===== config.mk =====
export PLATFORM = sky130hd
export DESIGN_NAME = spi_ivl_master
export DESIGN_NICKNAME = d
export VERILOG_FILES = /design/src/rtl/spi_ivl_pkg.sv /design/src/rtl/spi_ivl_bitclk.sv /design/src/rtl/spi_ivl_shift.sv /design/src/rtl/spi_ivl_timer.sv /design/src/rtl/spi_ivl_regs.sv /design/src/rtl/spi_ivl_master.sv
export SDC_FILE = /design/constraint.sdc
export NUM_CORES = 1
export LEC_CHECK = 0
export ABC_CLOCK_PERIOD_IN_PS = 2100
export BUFFER_PORTS_ARGS = -buffer_cell sky130_fd_sc_hd__buf_2
export CAP_MARGIN = 20
export CORE_UTILIZATION = 50
export CTS_BUF_LIST = sky130_fd_sc_hd__clkbuf_4 sky130_fd_sc_hd__clkbuf_8 sky130_fd_sc_hd__clkbuf_16
export CTS_CLUSTER_DIAMETER = 120
export DETAILED_ROUTE_END_ITERATION = 7
export GPL_TIMING_DRIVEN = 0
export PLACE_DENSITY = 0.72
export SLEW_MARGIN = 20
export SYNTH_ARGS = -nofsm -noshare
export SYNTH_HDL_FRONTEND = slang
export SYNTH_SLANG_ARGS = --single-unit

===== constraint.sdc =====
create_clock -name clk_i -period 2.1 [get_ports clk_i]
set_clock_uncertainty 0.05 [all_clocks]
set_input_delay 0.21 -clock clk_i [delete_from_list [all_inputs] [get_ports clk_i]]
set_output_delay 0.21 -clock clk_i [all_outputs]
set_load 0.05 [all_outputs]

===== src/rtl/spi_ivl_pkg.sv =====
package spi_ivl_pkg;
  localparam int unsigned DATA_W = 16;
  localparam int unsigned LEN_W  = 4;
  localparam int unsigned ADDR_W = 2;

  localparam logic [ADDR_W-1:0] A_CTRL = 2'd0;
  localparam logic [ADDR_W-1:0] A_IVL  = 2'd1;
  localparam logic [ADDR_W-1:0] A_DATA = 2'd2;

  localparam int unsigned B_MASTER = 4;
  localparam int unsigned B_GO     = 5;
  localparam int unsigned B_IVL_EN = 13;
  localparam int unsigned B_LOOP   = 14;

  typedef struct packed {
    logic [LEN_W-1:0] len_code;
    logic             master;
    logic             loop;
    logic             ivl_en;
  } cfg_t;
endpackage


===== src/rtl/spi_ivl_bitclk.sv =====
module spi_ivl_bitclk #(
  parameter int unsigned HALF_DIV = 2
) (
  input  logic clk_i,
  input  logic rst_ni,
  output logic rise_tick_o,
  output logic bit_tick_o
);
  localparam int unsigned BIT_CYC = 2 * HALF_DIV;
  localparam int unsigned CW      = $clog2(BIT_CYC);

  logic [CW-1:0] cnt_q;

  always_ff @(posedge clk_i or negedge rst_ni) begin
    if (!rst_ni)                              cnt_q <= '0;
    else if (cnt_q == CW'(BIT_CYC - 1))       cnt_q <= '0;
    else                                      cnt_q <= cnt_q + CW'(1);
  end

  assign rise_tick_o = (cnt_q == CW'(HALF_DIV - 1));
  assign bit_tick_o  = (cnt_q == CW'(BIT_CYC - 1));
endmodule


===== src/rtl/spi_ivl_shift.sv =====
module spi_ivl_shift
  import spi_ivl_pkg::*;
(
  input  logic              clk_i,
  input  logic              rst_ni,
  input  logic              rise_tick_i,
  input  logic              bit_tick_i,
  input  logic              start_i,
  input  logic [LEN_W-1:0]  len_code_i,
  input  logic [DATA_W-1:0] tx_i,
  input  logic              loop_i,
  input  logic              miso_i,
  output logic              active_o,
  output logic              sclk_o,
  output logic              mosi_o,
  output logic              fin_o,
  output logic [DATA_W-1:0] rx_o
);
  logic [DATA_W-1:0] sh_q, rx_sh_q, rx_q;
  logic [LEN_W-1:0]  left_q, sh_amt;
  logic              active_q, sclk_q, rx_bit;

  assign sh_amt = LEN_W'(DATA_W - 1) - len_code_i;
  assign mosi_o = active_q & sh_q[DATA_W-1];
  // loopback feeds the outgoing bit straight back to the receiver
  assign rx_bit = loop_i ? mosi_o : miso_i;
  assign fin_o  = active_q & bit_tick_i & (left_q == '0);

  always_ff @(posedge clk_i or negedge rst_ni) begin
    if (!rst_ni) begin
      sh_q     <= '0;
      rx_sh_q  <= '0;
      rx_q     <= '0;
      left_q   <= '0;
      active_q <= 1'b0;
      sclk_q   <= 1'b0;
    end else if (start_i) begin
      sh_q     <= tx_i << sh_amt;
      rx_sh_q  <= '0;
      left_q   <= len_code_i;
      active_q <= 1'b1;
      sclk_q   <= 1'b0;
    end else if (active_q) begin
      if (rise_tick_i) begin
        sclk_q  <= 1'b1;
        rx_sh_q <= {rx_sh_q[DATA_W-2:0], rx_bit};
      end
      if (bit_tick_i) begin
        sclk_q <= 1'b0;
        if (left_q == '0) begin
          active_q <= 1'b0;
          rx_q     <= rx_sh_q;
        end else begin
          sh_q   <= sh_q << 1;
          left_q <= left_q - LEN_W'(1);
        end
      end
    end
  end

  assign active_o = active_q;
  assign sclk_o   = sclk_q;
  assign rx_o     = rx_q;
endmodule


===== src/rtl/spi_ivl_timer.sv =====
module spi_ivl_timer #(
  parameter int unsigned IVL_W = 12
) (
  input  logic             clk_i,
  input  logic             rst_ni,
  input  logic             ivl_act_i,
  input  logic             fin_i,
  input  logic             start_i,
  input  logic             bit_tick_i,
  input  logic [IVL_W-1:0] reload_i,
  output logic             fire_o
);
  logic [IVL_W-1:0] cnt_q;
  logic             armed_q;

  // a count of 0 or 1 expires on the first bit-period boundary
  assign fire_o = armed_q & ivl_act_i & bit_tick_i & (cnt_q <= IVL_W'(1));

  always_ff @(posedge clk_i or negedge rst_ni) begin
    if (!rst_ni) begin
      cnt_q   <= '0;
      armed_q <= 1'b0;
    end else if (fin_i && ivl_act_i) begin
      cnt_q   <= reload_i;
      armed_q <= 1'b1;
    end else if (!ivl_act_i || start_i || fire_o) begin
      armed_q <= 1'b0;
    end else if (armed_q && bit_tick_i) begin
      cnt_q <= cnt_q - IVL_W'(1);
    end
  end
endmodule


===== src/rtl/spi_ivl_regs.sv =====
module spi_ivl_regs
  import spi_ivl_pkg::*;
#(
  parameter int unsigned IVL_W = 12
) (
  input  logic              clk_i,
  input  logic              rst_ni,
  input  logic              we_i,
  input  logic [ADDR_W-1:0] addr_i,
  input  logic [DATA_W-1:0] wdata_i,
  output logic [DATA_W-1:0] rdata_o,
  input  logic [DATA_W-1:0] rx_i,
  input  logic              fin_i,
  input  logic              fire_i,
  output cfg_t              cfg_o,
  output logic [IVL_W-1:0]  ivl_cnt_o,
  output logic [DATA_W-1:0] tx_o,
  output logic              xch_o
);
  cfg_t              cfg_q;
  logic [IVL_W-1:0]  ivl_q;
  logic [DATA_W-1:0] tx_q;
  logic              xch_q, sw_go, unused_w;

  assign unused_w = ^wdata_i;
  // start honoured only when the same write leaves the engine enabled
  assign sw_go = we_i && (addr_i == A_CTRL) && wdata_i[B_GO] &&
                 wdata_i[B_MASTER] && (wdata_i[LEN_W-1:0] != '0);

  always_ff @(posedge clk_i or negedge rst_ni) begin
    if (!rst_ni) begin
      cfg_q <= '0;
      ivl_q <= '0;
      tx_q  <= '0;
      xch_q <= 1'b0;
    end else begin
      if (we_i) begin
        case (addr_i)
          A_CTRL: begin
            cfg_q.len_code <= wdata_i[LEN_W-1:0];
            cfg_q.master   <= wdata_i[B_MASTER];
          end
          A_IVL: begin
            cfg_q.loop   <= wdata_i[B_LOOP];
            cfg_q.ivl_en <= wdata_i[B_IVL_EN];
            ivl_q        <= wdata_i[IVL_W-1:0];
          end
          A_DATA:  tx_q <= wdata_i;
          default: ;
        endcase
      end
      if (fin_i)                xch_q <= 1'b0;
      else if (fire_i || sw_go) xch_q <= 1'b1;
    end
  end

  always_comb begin
    rdata_o = '0;
    case (addr_i)
      A_CTRL: begin
        rdata_o[LEN_W-1:0] = cfg_q.len_code;
        rdata_o[B_MASTER]  = cfg_q.master;
        rdata_o[B_GO]      = xch_q;
      end
      A_IVL: begin
        rdata_o[IVL_W-1:0] = ivl_q;
        rdata_o[B_IVL_EN]  = cfg_q.ivl_en;
        rdata_o[B_LOOP]    = cfg_q.loop;
      end
      A_DATA:  rdata_o = rx_i;
      default: rdata_o = '0;
    endcase
  end

  assign cfg_o     = cfg_q;
  assign ivl_cnt_o = ivl_q;
  assign tx_o      = tx_q;
  assign xch_o     = xch_q;
endmodule


===== src/rtl/spi_ivl_master.sv =====
module spi_ivl_master
  import spi_ivl_pkg::*;
#(
  parameter int unsigned HALF_DIV = 2,
  parameter int unsigned IVL_W    = 12
) (
  input  logic        clk_i,
  input  logic        rst_ni,
  input  logic        reg_we_i,
  input  logic [1:0]  reg_addr_i,
  input  logic [15:0] reg_wdata_i,
  output logic [15:0] reg_rdata_o,
  output logic        sclk_o,
  output logic        mosi_o,
  input  logic        miso_i,
  output logic        cs_no,
  output logic        done_o
);
  cfg_t              cfg;
  logic [IVL_W-1:0]  ivl_cnt;
  logic [DATA_W-1:0] tx_data, rx_data;
  logic              xch_q, fire, fin, active, start, eng_en, ivl_act;
  logic              rise_tick, bit_tick, done_q;

  assign eng_en  = cfg.master & (cfg.len_code != '0);
  assign ivl_act = eng_en & cfg.ivl_en;
  assign start   = bit_tick & ~active & eng_en & (xch_q | fire);

  spi_ivl_regs #(.IVL_W(IVL_W)) i_regs (
    .clk_i, .rst_ni,
    .we_i(reg_we_i), .addr_i(reg_addr_i), .wdata_i(reg_wdata_i),
    .rdata_o(reg_rdata_o), .rx_i(rx_data), .fin_i(fin), .fire_i(fire),
    .cfg_o(cfg), .ivl_cnt_o(ivl_cnt), .tx_o(tx_data), .xch_o(xch_q)
  );

  spi_ivl_bitclk #(.HALF_DIV(HALF_DIV)) i_bitclk (
    .clk_i, .rst_ni, .rise_tick_o(rise_tick), .bit_tick_o(bit_tick)
  );

  spi_ivl_shift i_shift (
    .clk_i, .rst_ni,
    .rise_tick_i(rise_tick), .bit_tick_i(bit_tick), .start_i(start),
    .len_code_i(cfg.len_code), .tx_i(tx_data), .loop_i(cfg.loop),
    .miso_i(miso_i), .active_o(active), .sclk_o(sclk_o), .mosi_o(mosi_o),
    .fin_o(fin), .rx_o(rx_data)
  );

  spi_ivl_timer #(.IVL_W(IVL_W)) i_timer (
    .clk_i, .rst_ni,
    .ivl_act_i(ivl_act), .fin_i(fin), .start_i(start),
    .bit_tick_i(bit_tick), .reload_i(ivl_cnt), .fire_o(fire)
  );

  always_ff @(posedge clk_i or negedge rst_ni) begin
    if (!rst_ni) done_q <= 1'b0;
    else         done_q <= fin;
  end

  assign done_o = done_q;
  assign cs_no  = ~active;
endmodule


==> metrics <==
Worst path max stage delay=480 ps; most common cell after layout, fill and taps aside=nand2_1; Buf/Inv on CP=0; Syn Std Cell Area=0.005438 mm^2; status=complete, but fails checks; die width=106.3 um; largest net degree at the start of global routing=77; total power=6.967 mW; Placed Area=0.005876 mm^2; # DRC=0; Yosys reg bits=106; IO buf count=41; DRT Pass-1 Iters=6; PD cells=1022 mW/mm^2; RSZ-0062 raised after global routing=true; CP required=2330 ps; Clock transition at path regs=110 ps; IO Pins=42; period utilization=112.1%; post-layout util=65.43%; cell count after synthesis=532; Avg Synthesized Cell Area=10.22 um^2; Die H=106.3 um; Root Driver=clkbuf_8; H-tree depth=3; slowest stage cell, crit path=or4_4; reg2reg start=i_timer.cnt_q[5]$_DFFE_PN0P_; ANT cells=0; number of CTS-inserted buffers=9; origin of the worst setup path=i_timer.cnt_q[5]$_DFFE_PN0P_; GPL Wtd Cong=0.8793; Avg Vias per Cell=6.058; first-pass GRT wire length=23730 um; total global routing track utilization=27.51%; Leakage=3.034 nW; startpoint type of the worst setup path=flop; initial DRC count=362; Slew Limit Fails=0; non-filler cells, final=763; CP Max Fanout=5; final worst setup slack=-253.6 ps; count of cell types in the netlist=54; routed len/inst=20.07 um; Top delay family on crit path=simple AND/OR/NAND/NOR gates; Yosys warning total=0; sequential share of the synthesized area=48.78%; Tmin final=2354 ps; setup slack, reg-to-reg=-250 ps; worst-margin pin slew=601.5 ps; failing checks=negative setup slack; crit path capture type=flop; routed wire length=15320 um; critical-path cell list=or3_4 > or4_4 > o2111ai_1 > nor2_1 > xnor2_1 > a21oi_1; Hold/Removal Path Class=in -> reg; FF-to-FF path depth=6; Clock Latency Late Sink=390 ps; Worst slew margin=59.47%; Max Cap Violations=0; commonest cells after routing, fill and taps aside=106 x nand2_1, 100 x dfrtp_1, 40 x mux2_2, 38 x buf_4, 38 x buf_2; Setup-failing EPs final=46; Worst R2R End=i_timer.cnt_q[10]$_DFFE_PN0P_; Max Clk Rate=0.4249 GHz; CTS tree=built; post-route antenna net violation count=0; Finished Cell Area=0.006815 mm^2; die area=0.01130 mm^2; Max VDD drop=605.5 uV; Final Hold Fails=0; post-synthesis net count=564; FFs w/ async S/R, synth=100.0%; critical path type=reg -> reg; DP Wirelength=9839 um; initial antenna violation count=0; Num Clock Sinks=106; Max clock buf depth=2; Most used DFF post-synth=dfrtp_1; Levels on crit path=6; placed insts=710; vias in the first global route=4566; CP Capture Point=i_timer.cnt_q[10]$_DFFE_PN0P_; EDFF count, synth=0; Starting Density=52.20%; fin nets=654; area growth from synthesis to layout=25.33%; ratio of cells with drive above 1 in the final layout=36.68%; row count=37; core box area=0.01042 mm^2; detailed-route via count=4622; crit path DAT=2590 ps; total grt overflow=0
flip-flops by register name, indices dropped and copies added (netlist names):
| name | flops |
|---|---|
| i_bitclk.cnt_q | 2 |
| i_shift.active_o | 1 |
| i_timer.cnt_q | 12 |
| i_regs.xch_o | 1 |
| i_timer.armed_q | 1 |
| i_shift.sclk_o | 1 |
| done_o | 1 |
| i_shift.rx_o | 16 |
| i_shift.rx_sh_q | 16 |
| i_regs.ivl_cnt_o | 12 |
| i_shift.sh_q | 16 |
| i_regs.tx_o | 16 |
| i_shift.left_q | 4 |
| i_regs.cfg_o | 7 |
what timing repair did:
item / in CTS / in global routing
pin swaps: 23 / 28
setup endpoints to repair: 68 / 66
gates resized for setup: 58 / 69
endpoints found under the hold margin: 33 / 0
hold buffers: 4 / 0
setup buffers: 25 / 15
cloned: 3 / 0
worst min-delay path by stage:
stage | from | endpoint | slack, ps | cells after the start
after floorplan | rst_ni | done_o$_DFF_PN0_ | -140 | 0
after global placement | i_bitclk.cnt_q[0]$_DFF_PN0_ | i_bitclk.cnt_q[0]$_DFF_PN0_ | 390 | 1
after detailed placement | rst_ni | i_shift.sclk_o$_DFFE_PN0P_ | 70 | 1
after CTS | reg_wdata_i[14] | i_regs.cfg_o[1]$_DFFE_PN0P_ | 6 | 2
after global routing | reg_wdata_i[14] | i_regs.tx_o[14]$_DFFE_PN0P_ | -2 | 2
final | reg_wdata_i[8] | i_regs.tx_o[8]$_DFFE_PN0P_ | 10 | 2
cell type report:
type | instances | area (um^2)
fillers | 805 | 3601
repair buffers | 89 | 668.1
clock inverters | 7 | 62.56
clock buffers | 9 | 123.9
well taps | 136 | 170.2
flip-flops and latches | 106 | 2660
inverters | 14 | 52.55
plain buffers | 22 | 167.7
multi-input cells | 380 | 2910
per-stage QoR:
stage	hold slack (ps)	setup WS (ps)	TNS [ps]
after floorplan	-135.6	-120.3	-1743
after global placement	395.0	-501.7	-57530
after detailed placement	68.05	-573.0	-19840
after CTS	5.762	-332.1	-11520
after global routing	-2.453	-314.2	-10770
final	10.27	-253.6	-7491
cell families (layout without fill, tap and decap cells):
family          count (synthesis)  in the layout  synth area share (%)
compound gates                105            105                 12.79
xor+xnor                       10             10                 1.611
fa+ha+maj                      10             10                 2.301
buf+inv                        46            141                 3.590
flops                         106            106                 48.78
mux                            58             58                 14.59
simple gates                  197            197                 16.34
power breakdown:
part | leakage, nW | internal [mW] | total (mW) | switching [mW]
sequential | 1.33 | 2.54 | 3.08 | 0.532
clock | 0.0890 | 0.449 | 1.23 | 0.780
combinational | 1.61 | 1.21 | 2.66 | 1.45
total | 3.03 | 4.21 | 6.97 | 2.76
synth_stat cells, drive strengths merged, types with 5 or more instances:
master,number,area share (%)
nand2,107,7.4
dfrtp,106,49
nor2,43,3.3
mux2,40,8.3
a21oi,37,3.4
clkbuf,19,1.3
o21ai,17,1.6
buf,13,1.3
inv,13,0.90
mux4,13,5.4
a22oi,12,1.7
nor2b,11,1.3
ha,10,2.3
xnor2,9,1.4
nand3,8,0.83
a31oi,7,0.81
a222oi,6,1.1
and2,5,0.58
mux2i,5,0.92
per-layer routing:
layer	vias up	track usage, %	share of wire, %	routed length [um]
met1	2324	36.13	41	6299
li1	2058	-	-	-
met2	208	45.59	51	7750
met3	32	5.763	6.4	984
met5	-	0	0	0
met4	0	8.829	1.8	280
Note: power is estimated with default switching activity, not from simulation.
